**src/rtl/tcp_session_tap.sv**
```systemverilog
module tcp_session_tap #(
  parameter int IDX_W = 16
) (
  input  logic        clk,
  input  logic        rst_n,
  input  logic [31:0] cfg_src_ip,
  input  logic [31:0] cfg_dst_ip,
  input  logic [15:0] cfg_src_port,
  input  logic [15:0] cfg_dst_port,
  input  logic        cfg_seq_chk,
  input  logic        in_valid,
  input  logic [7:0]  in_byte,
  input  logic        in_sof,
  input  logic        in_eof,
  output logic        out_valid,
  output logic [7:0]  out_data
);
  localparam logic [IDX_W-1:0] MAC_LEN   = IDX_W'(14);
  localparam logic [IDX_W-1:0] AT_ETYPE  = IDX_W'(13);
  localparam logic [IDX_W-1:0] AT_VER    = IDX_W'(14);
  localparam logic [IDX_W-1:0] AT_TLEN   = IDX_W'(17);
  localparam logic [IDX_W-1:0] AT_PROTO  = IDX_W'(23);
  localparam logic [IDX_W-1:0] AT_SIP    = IDX_W'(29);
  localparam logic [IDX_W-1:0] AT_DIP    = IDX_W'(33);
  localparam logic [IDX_W-1:0] TCP_DFLT  = IDX_W'(34);
  localparam logic [IDX_W-1:0] ONE       = IDX_W'(1);

  logic [IDX_W-1:0] idx_q, cur_idx, tcp_start, pay_start, pay_end;
  logic [IDX_W-1:0] at_ports, at_seq, at_doff, new_start;
  logic             live_q, live_now, hdr_ok, seen_q, bad, pay_ok, done;
  logic [23:0]      sh_q;
  logic [31:0]      cur4, seg_seq, exp_seq;

  assign cur_idx   = in_sof ? '0 : idx_q;
  assign live_now  = in_sof | live_q;
  assign cur4      = {sh_q, in_byte};
  assign at_ports  = tcp_start + IDX_W'(3);
  assign at_seq    = tcp_start + IDX_W'(7);
  assign at_doff   = tcp_start + IDX_W'(12);
  assign new_start = tcp_start + IDX_W'({in_byte[7:4], 2'b00});

  always_comb begin
    bad = 1'b0;
    if (cur_idx == AT_ETYPE && cur4[15:0] != 16'h0800) bad = 1'b1;
    if (cur_idx == AT_VER && (in_byte[7:4] != 4'd4 || in_byte[3:0] < 4'd5)) bad = 1'b1;
    if (cur_idx == AT_PROTO && in_byte != 8'd6) bad = 1'b1;
    if (cur_idx == AT_SIP && cur4 != cfg_src_ip) bad = 1'b1;
    if (cur_idx == AT_DIP && cur4 != cfg_dst_ip) bad = 1'b1;
    if (cur_idx == at_ports && cur4 != {cfg_src_port, cfg_dst_port}) bad = 1'b1;
    if (cur_idx == at_seq && cfg_seq_chk && seen_q && cur4 != exp_seq) bad = 1'b1;
    if (cur_idx == at_doff && (in_byte[7:4] < 4'd5 || new_start > pay_end)) bad = 1'b1;
  end

  assign pay_ok = live_q && !in_sof && hdr_ok &&
                  cur_idx >= pay_start && cur_idx < pay_end;
  assign done   = in_eof && live_now && !bad && hdr_ok &&
                  (cur_idx + ONE) >= pay_start;

  always_ff @(posedge clk) begin
    if (!rst_n) begin
      idx_q     <= '0;
      live_q    <= 1'b0;
      hdr_ok    <= 1'b0;
      seen_q    <= 1'b0;
      sh_q      <= '0;
      tcp_start <= TCP_DFLT;
      pay_start <= '1;
      pay_end   <= '0;
      seg_seq   <= '0;
      exp_seq   <= '0;
      out_valid <= 1'b0;
      out_data  <= '0;
    end else begin
      out_valid <= in_valid && pay_ok;
      if (in_valid) begin
        out_data <= in_byte;
        sh_q     <= cur4[23:0];
        idx_q    <= (cur_idx == '1) ? cur_idx : cur_idx + ONE;
        live_q   <= live_now && !bad && !in_eof;
        if (in_sof) hdr_ok <= 1'b0;
        if (cur_idx == AT_VER) tcp_start <= MAC_LEN + IDX_W'({in_byte[3:0], 2'b00});
        if (cur_idx == AT_TLEN) pay_end <= MAC_LEN + IDX_W'(cur4[15:0]);
        if (cur_idx == at_seq) seg_seq <= cur4;
        if (cur_idx == at_doff) begin
          pay_start <= new_start;
          hdr_ok    <= live_now && !bad;
        end
        if (done) begin
          exp_seq <= seg_seq + 32'(pay_end - pay_start);
          seen_q  <= 1'b1;
        end
      end
    end
  end
endmodule

```
**config.mk**
```make
export PLATFORM = sky130hd
export DESIGN_NAME = tcp_session_tap
export DESIGN_NICKNAME = d
export VERILOG_FILES = /design/src/rtl/tcp_session_tap.sv
export SDC_FILE = /design/constraint.sdc
export NUM_CORES = 1
export LEC_CHECK = 0
export CAP_MARGIN = 20
export CORE_ASPECT_RATIO = 1.1
export CORE_UTILIZATION = 55
export DETAILED_ROUTE_END_ITERATION = 16
export GPL_ROUTABILITY_DRIVEN = 0
export GPL_TIMING_DRIVEN = 1
export PLACE_DENSITY_LB_ADDON = 0.08
export SLEW_MARGIN = 20
export SYNTH_ARGS = -nofsm -noshare
export SYNTH_HDL_FRONTEND = slang
export SYNTH_SLANG_ARGS = --single-unit
```
**constraint.sdc**
```tcl
create_clock -name clk -period 7.9 [get_ports clk]
set_input_delay 1.58 -clock clk [delete_from_list [all_inputs] [get_ports clk]]
set_output_delay 1.58 -clock clk [all_outputs]
set_load 0.02 [all_outputs]
```
==> impl_metrics.toml, run 1 <==
[sta]
setup_tns_ps = 0
min_period_over_period = 0.763
hold_viol = 0
rsz0062_at_grt = "false"
clock_skew_ps = 13.9
final_max_slew_viol_count = 0
tightestPinTransition_ps = 879
max_slew_margin = 0.413
whs_ps = 451
min_period_ps = 6030
fmax_mhz = 166
setup_viol = 0

[worst_hold_path]
min_to = "seen_q"
hp-class = "flop to flop"
holdCritStartpoint = "seen_q"
worstHoldPathCells = 2

[logic_synthesis]
yosys.area_share.adder = 0.133
async_reset_ff_frac = 0
yosys.area_share.simple = 0.170
synth-compound-area-share = 0.151
netlist_area_um2 = 11200
synth_top_family_by_area = "simple AND/OR/NAND/NOR gates"
syn_inst = 1325
synth-seq-cells = 136
synthesis.nets = 1552
netlist-cell-type-count = 75
muxShareOfSynthArea = 0.0823
synth_ff_type = "dfxtp_1"
synth_xor_area_frac = 0.163
ys_warn_count = 0
synthesis.area_per_instance_um2 = 8.44
yosysSeqAreaShare = 0.243
synth_enable_flop_cells = 0

[clock_network]
cts_setup_buffers = 0
clk_pin_slew_ps = 60
postCtsHoldBufs = 0
cts_tree = "yes"
h-tree-depth = 4
clockBufferDepth = 2
worstSkewPairLatency_ps = 430
cts_root_buffer = "clkbuf_16"
cts.sinks = 136
cts_resized = 0
cts_made_buffers = 17

[setup_path]
endpoint_kind = "flop"
crit_path_max_fanout = 23
r2r_slack_ps = 2410
crit_type = "input port to flop"
path_cells = "clkdlybuf4s50_1 > fa_1 > a21o_1 > a21oi_1 > xnor2_1 > ha_1 > nand3_1 > nor2_1 > a2111oi_4 > o32ai_1 > a2111oi_4 > o2111ai_4 > buf_4 > mux2i_1 > nor2_1"
worstPathArrival_ps = 6300
cpPeakStageDelay_ps = 840
ff2ff_path_depth = 23
critPathLaunchType = "input port"
r2r-end = "exp_seq[30]"
r2r_start = "pay_start[2]"
worstPathRequired_ps = 8170
slowest_stage = "clkdlybuf4s50_1"

[final_layout]
n_antenna_cell = 0
drive_gt1_frac = 0.0529
fin_nets = 1613
fill_cells = 1743
syn_to_final_growth_pct = 15.6

[grt]
grt_remaining_overflow = 0
grt_pass1_wl_um = 49300
first_global_vias = 9264
antenna_found_initial = 0
grt_max_degree = 77
grt_usage = 0.314

[job]
drv_cap = 0

[outcome]
status = "completed"

[drt]
wirelength_met1_um = 13500
routed-wl-met3_um = 1530
wl_per_cell_um = 19.6
wl_um = 32300
ant_nets = 0
vias = 9767
dr.pass1.iters = 5
route.detailed.drc = 0
top_layer = "met4"
viasPerCell = 5.92
met2RoutedLength_um = 16200
drt_iter0_drc = 547

[pwr]
powerDensity_nw_per_um2 = 135
irDropWorstVdd_uv = 145
total_power_w = 0.00175
p_leak_nw = 6.13

[die]
ios = 119
start_util = 0.563
die_y_um = 152
fp-row-count = 54
die_width_um = 138
die_area_um2 = 20900
core-area_um2 = 19900

[place]
place_hpwl_um = 24200
port_buffers = 118
[layer usage]
layer  vias to the layer above  track usage
met5                         -            0
met4                         0        0.136
met3                        74       0.0482
met2                       278        0.546
met1                      4600        0.379
li1                       4815            -
[Yosys cell counts, types with 35 or more instances]
master / number / area (um2)
nand2_1: 57 / 214
nand3_1: 35 / 175
nor2_1: 158 / 593
nor4_1: 35 / 219
mux2i_1: 92 / 921
xor2_1: 125 / 1090
ha_1: 115 / 1440
clkbuf_1: 41 / 154
a21oi_1: 59 / 295
xnor2_1: 80 / 701
dfxtp_1: 136 / 2720
inv_1: 52 / 195
[worst max-delay path: cells and delay by family]
family	cells	cell delay, ps
buffers and inverters	2	1240
AND/OR/NAND/NOR	3	270
multiplexers	1	200
AO/OA/AOI/OAI	6	1790
XOR/XNOR	1	190
adder cells (fa/ha/maj)	2	980
[final cells by class]
type	instances	area, um2	share of cell area
clock buffers	19	443	0.0343
clock inverters	13	134	0.0104
inverters	55	208	0.0161
multi-input cells	1048	7860	0.608
flip-flops and latches	136	2720	0.211
well taps	252	315	0.0244
repair buffers	128	1250	0.0968
[layout by cell type (no fill, tap or decap), types with 3 or more instances in the layout]
cell type and instances:
a2111oi_0 3, a211oi_1 26, a21o_1 22, a21oi_1 59, a311oi_1 3, a31oi_1 9, and3_1 14, buf_4 10
clkbuf_16 17, clkdlybuf4s50_1 117, clkinv_4 3, clkinvlp_4 3, dfxtp_1 136, ha_1 115, inv_1 52, inv_6 5
mux2i_1 92, nand2_1 57, nand2b_1 15, nand3_1 35, nand3b_1 3, nand4_1 23, nor2_1 157, nor2b_1 16
nor3_1 18, nor4_1 35, nor4b_1 3, o2111ai_1 5, o211ai_1 9, o21a_1 19, o21ai_0 22, o21ai_1 7
o21bai_1 5, o221a_2 12, o22ai_1 4, o31a_1 3, or3_1 5, xnor2_1 80, xor2_1 125
[flip-flops by register name, indices dropped and copies added (netlist names), 5 cells and up]
register,cells
exp_seq,32
idx_q,16
out_data,7
pay_end,16
pay_start,7
seg_seq,32
sh_q,17
tcp_start,5
[kinds of logic after synthesis]
logic type | Yosys count
multiplexers | 92
buffers and inverters | 141
adder cells (fa/ha/maj) | 118
AND/OR/NAND/NOR | 395
AO/OA/AOI/OAI | 237
flip-flops | 136
XOR/XNOR | 206
[through the flow]
step / area, um2 / instances / util / setup WS (ps)
final: 12900 / 1651 / 0.651 / 1870
after global routing: 12900 / 1651 / 0.651 / 1680
after CTS: 12900 / 1651 / 0.651 / 1950
after detailed placement: 12300 / 1619 / 0.622 / 1560
after global placement: 12300 / 1619 / 0.622 / 1750
after floorplan: 11200 / 1325 / - / 2470
[where the power goes]
group / switching [W] / internal, W
Combinational: 0.000112 / 0.000119
Clock: 0.000344 / 0.000450
Sequential: 0.0000312 / 0.000695
Total: 0.000487 / 0.00126
[worst max-delay path by stage]
stage | startpoint | end | slack (ps) | cells past startpoint
2_1_floorplan | pay_start[14] | exp_seq[31] | 2470 | 19
3_3_place_gp | in_sof | exp_seq[11] | 1750 | 18
3_5_place_dp | in_byte[5] | exp_seq[4] | 1560 | 15
4_1_cts | in_byte[5] | exp_seq[9] | 1950 | 15
5_1_grt | in_byte[5] | exp_seq[10] | 1680 | 15
6_report | in_byte[5] | exp_seq[10] | 1870 | 15
(Power assumes the default switching activity.)
==> inputs of run 2 (changes only) <==
==> constraint.sdc (replaced) <==
create_clock -name clk -period 5.75 [get_ports clk]
set_input_delay 1.15 -clock clk [delete_from_list [all_inputs] [get_ports clk]]
set_output_delay 1.15 -clock clk [all_outputs]
set_load 0.02 [all_outputs]
==> run 2 against run 1 <==
Against the previous run:
- die area did not move
- design area grew 1.0%
- count of clock-buffer cells in the layout increased by 3
- clock skew is 3.6 ps lower
- sequential cell count unchanged
- global-route usage shrank 0.25 points
- sequential power grew 37%
- largest cell class unchanged
- largest power group unchanged
==> impl_metrics.toml, run 2 (synthesis results as in run 1) <==
[setup_path]
r2r-end = "exp_seq[31]"
r2r_slack_ps = 390
crit_type = "flop to flop"
ff2ff_path_depth = 22
critPathLaunchType = "flop"
endpoint_kind = "flop"
worstPathArrival_ps = 5740
crit_path_max_fanout = 7
worstPathRequired_ps = 6130
r2r_start = "pay_start[14]"

[drt]
ant_nets = 0
drt_iter0_drc = 482
viasPerCell = 5.82
wl_um = 32200
vias = 9675
dr.pass1.iters = 7
wl_per_cell_um = 19.4
route.detailed.drc = 0

[worst_hold_path]
holdCritStartpoint = "seen_q"
hp-class = "flop to flop"
min_to = "seen_q"
worstHoldPathCells = 2

[sta]
max_slew_margin = 0.404
rsz0062_at_grt = "false"
setup_tns_ps = 0
whs_ps = 448
tightestPinTransition_ps = 893
fmax_mhz = 186
min_period_over_period = 0.933
setup_viol = 0
min_period_ps = 5360
clock_skew_ps = 10.3
worst_slack_ps = 386
hold_viol = 0
final_max_slew_viol_count = 0

[grt]
grt_pass1_wl_um = 49000
grt_remaining_overflow = 0
grt_max_degree = 61
grt_usage = 0.311
first_global_vias = 9263
antenna_found_initial = 0

[clock_network]
clockBufferDepth = 2
cts_root_buffer = "clkbuf_16"
cts_made_buffers = 17
cts_tree = "yes"
h-tree-depth = 4
cts_setup_buffers = 0
cts.sinks = 136
worstSkewPairLatency_ps = 440
clk_pin_slew_ps = 70

[place]
port_buffers = 118
dpl.cell_count = 1629
place_hpwl_um = 24200
place_ws_ps = 365

[die]
die_width_um = 138
die_y_um = 152
fp-row-count = 54
core-area_um2 = 19900
die_area_um2 = 20900
start_util = 0.563
ios = 119

[pwr]
powerDensity_nw_per_um2 = 190
total_power_w = 0.00248
irDropWorstVdd_uv = 214
p_leak_nw = 6.20

[final_layout]
final_common_cell = "nor2_1"
fill_cells = 1708
syn_to_final_growth_pct = 16.7
reg_top3 = "exp_seq x32, seg_seq x32, sh_q x17"
fin_nets = 1623
fin_cells = 1661
final_cell_mix = "nor2_1, dfxtp_1, xor2_1"
n_antenna_cell = 0
drive_gt1_frac = 0.0603

[job]
drv_cap = 0

[outcome]
status = "completed"
==> run 2: per-layer routing <==
layer	global-route usage	share of wire
met4	0.134	0.031
met2	0.529	0.49
met5	0	0
met1	0.393	0.44
met3	0.0389	0.036
==> run 2: worst max path at each step <==
stage	end	cells after the start	from	slack (ps)
after floorplan	exp_seq[31]	19	pay_start[14]	320
after global placement	exp_seq[30]	15	in_byte[4]	430
after detailed placement	exp_seq[30]	15	in_byte[4]	360
after CTS	exp_seq[30]	23	pay_start[2]	400
after global routing	exp_seq[31]	23	pay_start[2]	30
final	exp_seq[31]	22	pay_start[14]	390
==> run 2: power by group <==
part           leakage, nW  switching [W]  internal, W
logic                 4.80       0.000157     0.000167
registers             1.10      0.0000404     0.000955
clock network        0.295       0.000434     0.000728
total                 6.20       0.000632      0.00185
==> run 2: worst max-delay path, stage by stage (launching register included) <==
cell       delay (ps)
dfxtp_1           520
ha_1              200
inv_1              40
ha_1              200
a211oi_1          260
o21ai_0           150
nor3b_1           180
nor2_1            120
a21oi_1           100
a31oi_1           270
nor2_1             90
a211oi_2          590
ha_1              400
a21oi_1           210
o21ba_2           170
a2bb2oi_1         300
nand3_1           150
o211ai_1          260
a31oi_1           220
or4_1             440
nand4_1           120
xor2_1            180
o21a_1            120
==> run 2: metrics by stage <==
step	utilization	instance area [um2]
after floorplan	-	11200
after global placement	0.625	12400
after detailed placement	0.625	12400
after CTS	0.657	13100
after global routing	0.657	13100
final	0.657	13100
==> run 2: cell type report <==
class	instances	area, um2	area share
Timing Repair Buffer	138	1330	0.102
Clock inverter	10	143	0.0109
Inverter	55	208	0.0159
Multi-Input combinational cell	1048	7860	0.602
Sequential cell	136	2720	0.208
Tap cell	252	315	0.0241
Clock buffer	22	484	0.0371
==> run 2: what timing repair did <==
action / CTS / global route
gates resized for setup: 0 / 1
setup endpoints to repair: 0 / 1
hold buffers: 0 / 0
